--- config.mk ---
export PLATFORM = sky130hd
export DESIGN_NAME = hazard_interlock
export DESIGN_NICKNAME = d
export VERILOG_FILES = /design/src/rtl/hazard_interlock.sv
export SDC_FILE = /design/constraint.sdc
export NUM_CORES = 1
export LEC_CHECK = 0
export ABC_AREA = 1
export BUFFER_PORTS_ARGS = -buffer_cell sky130_fd_sc_hd__buf_4
export CORE_AREA = 2 2 39 41
export DETAILED_ROUTE_END_ITERATION = 12
export DIE_AREA = 0 0 41 43
export PLACE_DENSITY = 0.84
export SYNTH_ARGS = -nofsm -noshare
export SYNTH_HDL_FRONTEND = slang
export SYNTH_SLANG_ARGS = --single-unit
--- constraint.sdc ---
create_clock -name vclk -period 2
set_clock_uncertainty 0.15 [all_clocks]
set_input_delay 0.4 -clock vclk [all_inputs]
set_output_delay 0.4 -clock vclk [all_outputs]
set_load 0.005 [all_outputs]
--- src/rtl/hazard_interlock.sv ---
module hazard_interlock #(
  parameter int REG_W    = 5,
  parameter int ZERO_REG = 31
) (
  input  logic [31:0]      id_instr,
  input  logic [REG_W-1:0] ex_dst,
  input  logic             ex_vld,
  input  logic [REG_W-1:0] mem_dst,
  input  logic             mem_vld,
  output logic [1:0]       cmd_fetch,
  output logic [1:0]       cmd_decode,
  output logic [1:0]       cmd_execute,
  output logic [1:0]       cmd_memory,
  output logic [1:0]       cmd_writeback
);
  localparam logic [1:0] XFER  = 2'b00;
  localparam logic [1:0] HOLD  = 2'b01;
  localparam logic [1:0] CLEAR = 2'b10;
  localparam int SRC_A_LO = 21;
  localparam int SRC_B_LO = 16;
  localparam int FORM_BIT = 12;
  localparam logic [REG_W-1:0] ZR = REG_W'(ZERO_REG);

  logic [REG_W-1:0] src_a, src_b;
  logic             reads_b, ex_live, mem_live, hit_ex, hit_mem, conflict;

  assign src_a   = id_instr[SRC_A_LO +: REG_W];
  assign src_b   = id_instr[SRC_B_LO +: REG_W];
  assign reads_b = ~id_instr[FORM_BIT];

  assign ex_live  = ex_vld  && (ex_dst  != ZR);
  assign mem_live = mem_vld && (mem_dst != ZR);

  assign hit_ex  = ex_live  && ((src_a == ex_dst)  || (reads_b && src_b == ex_dst));
  assign hit_mem = mem_live && ((src_a == mem_dst) || (reads_b && src_b == mem_dst));
  assign conflict = hit_ex || hit_mem;

  assign cmd_fetch     = conflict ? HOLD  : XFER;
  assign cmd_decode    = conflict ? HOLD  : XFER;
  assign cmd_execute   = conflict ? CLEAR : XFER;
  assign cmd_memory    = XFER;
  assign cmd_writeback = XFER;

  logic unused_bits;
  assign unused_bits = &{1'b0, id_instr[31:26], id_instr[15:13], id_instr[11:0]};
endmodule


==> run_results.csv <==
group,metric,value,unit
status,status,"finished, final reports clean",
hold_path,hold_path_class,"in -> out",
pwr,p_sw,0.0602,mW
grt,grt-ovfl-total,0,
setup_path,crit_path_end_kind,"output port",
grt,grt_pass1_wl,1770,um
final_layout,nets,179,
setup_path,critical_path_class,"in -> out",
setup_path,cp.required,1.45,ns
final_layout,diodes,0,
grt,grt_max_degree,6,
synth,synth_area,482,um2
synth,yosysSeqAreaShare,0,%
floorplanning,die_x,41,um
clock_tree,cts_setup_buffers,0,
synth,synth-compound-area-share,3.12,%
setup_path,worst_setup_path_start_kind,"primary input",
pwr,power.density,185,mW/mm2
pwr,swShare,50.5,%
final_layout,n_clock_buffer,0,
final_layout,area_delta_synth_final,33.8,%
floorplanning,start_util,34.8,%
sta,finalCritPeriodShare,87.6,%
sta,finalCriticalPeriod,1.75,ns
placed_design,portBuffers,26,
final_layout,regArea,0,um2
grt,grt_pass1_vias,489,
setup_path,cp.arrival,1.20,ns
pwr,comb_power_share,100.0,%
pwr,seqPwrFrac,0,%
floorplanning,die_y,43,um
pwr,intPower,0.0591,mW
synth,yosysWarnings,0,
placed_design,globalplace.congestion,0.839,
clock_tree,cts-hold-fix-buffers,0,
synth,yosys.area_share.simple,60.5,%
synth,synthAdderAreaFrac,0,%
final_layout,stdcell_area,644,um2
pwr,power,0.119,mW
detailed_routing,routed_wl,1170,um
detailed_routing,initialDrtViolationCount,21,
detailed_routing,drc,0,
setup_path,cp_max_fo,4,
floorplanning,die-area,0.00176,mm2
clock_tree,cts_resized,0,
floorplanning,ios,54,
synth,synthMuxAreaShare,0,%
synth,yosys.cell_types.count,10,
synth,syn_inst,111,
placed_design,place_hpwl,1090,um
synth,syn_avg_cell_area,4.34,um2
synth,synth_xor_area_share,3.64,%
placed_design,placed_cell_area,644,um2
grt,antenna_found_initial,0,
floorplanning,coreArea,0.00138,mm2
detailed_routing,via_count,641,
synth,synth_top_family_by_area,"simple AND/OR/NAND/NOR gates",
pwr,power.leakage,0.467,nW
flow_run,maxCapViolCount,0,
sta,hold_viol,0,
sta,rsz0062_at_grt,"no",
detailed_routing,firstDrtPassIters,4,
pwr,ir_worst_vdd,0.0000679,V
detailed_routing,routed_via_density,4.30,
sta,clock.fmax,0.571,GHz
final_layout,drive_gt1_share,21.1,%
floorplanning,fp-row-count,14,
sta,final-max-slew-violation-count,0,
final_layout,seq_cell_count,0,
grt,grt_usage,13.4,%
detailed_routing,postRouteAntennaNets,0,
sta,setup_viol,0,
sta,fin_setup_tns,0,ns
placed_design,place_inst,149,
final_layout,stdcell_count,149,
detailed_routing,wl_per_cell,7.86,um
pwr,clockPowerShare,0,%
Yosys cell counts (all sizes together):
cell type  instances  area (um2)
nand2             57         214
nand4              2        12.5
inv               21        78.8
nor2              12        45.0
xnor2              2        17.5
conb               1        3.75
buf               10        75.1
nand3              4        20.0
o21a               2        15.0
metrics by stage:
| step | worst slack [ns] | hold WS [ns] | util (%) |
|---|---|---|---|
| after floorplan | 0.487 | 0.968 | - |
| after detailed placement | 0.239 | 1.08 | 46.6 |
| after CTS | 0.237 | 1.08 | 46.6 |
| final | 0.248 | 1.07 | 46.6 |
| after global routing | 0.144 | 1.11 | 46.6 |
| after global placement | 0.274 | 1.07 | 46.6 |
cells in the final DEF, fill, tap and decap left out:
master / count
nand4_1: 2
buf_4: 26
nor2_1: 12
o21a_1: 2
conb_1: 7
nand2_1: 57
inv_2: 2
nand3_1: 4
xnor2_1: 2
inv_1: 19
metal layers:
metal | wire, um | up-vias | track usage, %
met3 | 70 | 0 | 0
met1 | 507 | 272 | 17.1
met2 | 594 | 20 | 25.0
met4 | 0 | 0 | 0
li1 | - | 349 | -
met5 | 0 | - | 0
worst max-delay path, stage by stage:
cell and delay, ns:
buf_4 0.10, inv_1 0.04, nand2_1 0.05, nand2_1 0.06
nor2_1 0.14, nand3_1 0.08, nand2_1 0.07, nand2_1 0.05
nand2_1 0.09, buf_4 0.12
power groups by stage:
| stage | Combinational (mW) | Clock, mW | Sequential [mW] |
|---|---|---|---|
| 3_3_place_gp | 0.116 | 0 | 0 |
| 3_5_place_dp | 0.119 | 0 | 0 |
| 2_1_floorplan | 0.0721 | 0 | 0 |
| 4_1_cts | 0.120 | 0 | 0 |
| 6_report | 0.119 | 0 | 0 |
| 5_1_grt | 0.135 | 0 | 0 |
worst paths after layout:
| kind | end | start | slack (ns) | depth (start not counted) |
|---|---|---|---|---|
| max | cmd_fetch[0] | ex_dst[1] | 0.25 | 10 |
| min | cmd_execute[1] | mem_vld | 1.07 | 5 |
logic make-up (layout without fill, tap and decap cells):
family / Yosys count / count (layout)
compound gates: 2 / 2
xor+xnor: 2 / 2
buf+inv: 31 / 47
other cells: 1 / 7
simple gates: 75 / 75
final cells by class:
type                            instances  area (um2)
Fill cell                             163         739
Multi-Input combinational cell         86         350
Timing Repair Buffer                   26         195
Inverter                               21        78.8
Tap cell                               16        20.0
(Power assumes the default switching activity.)
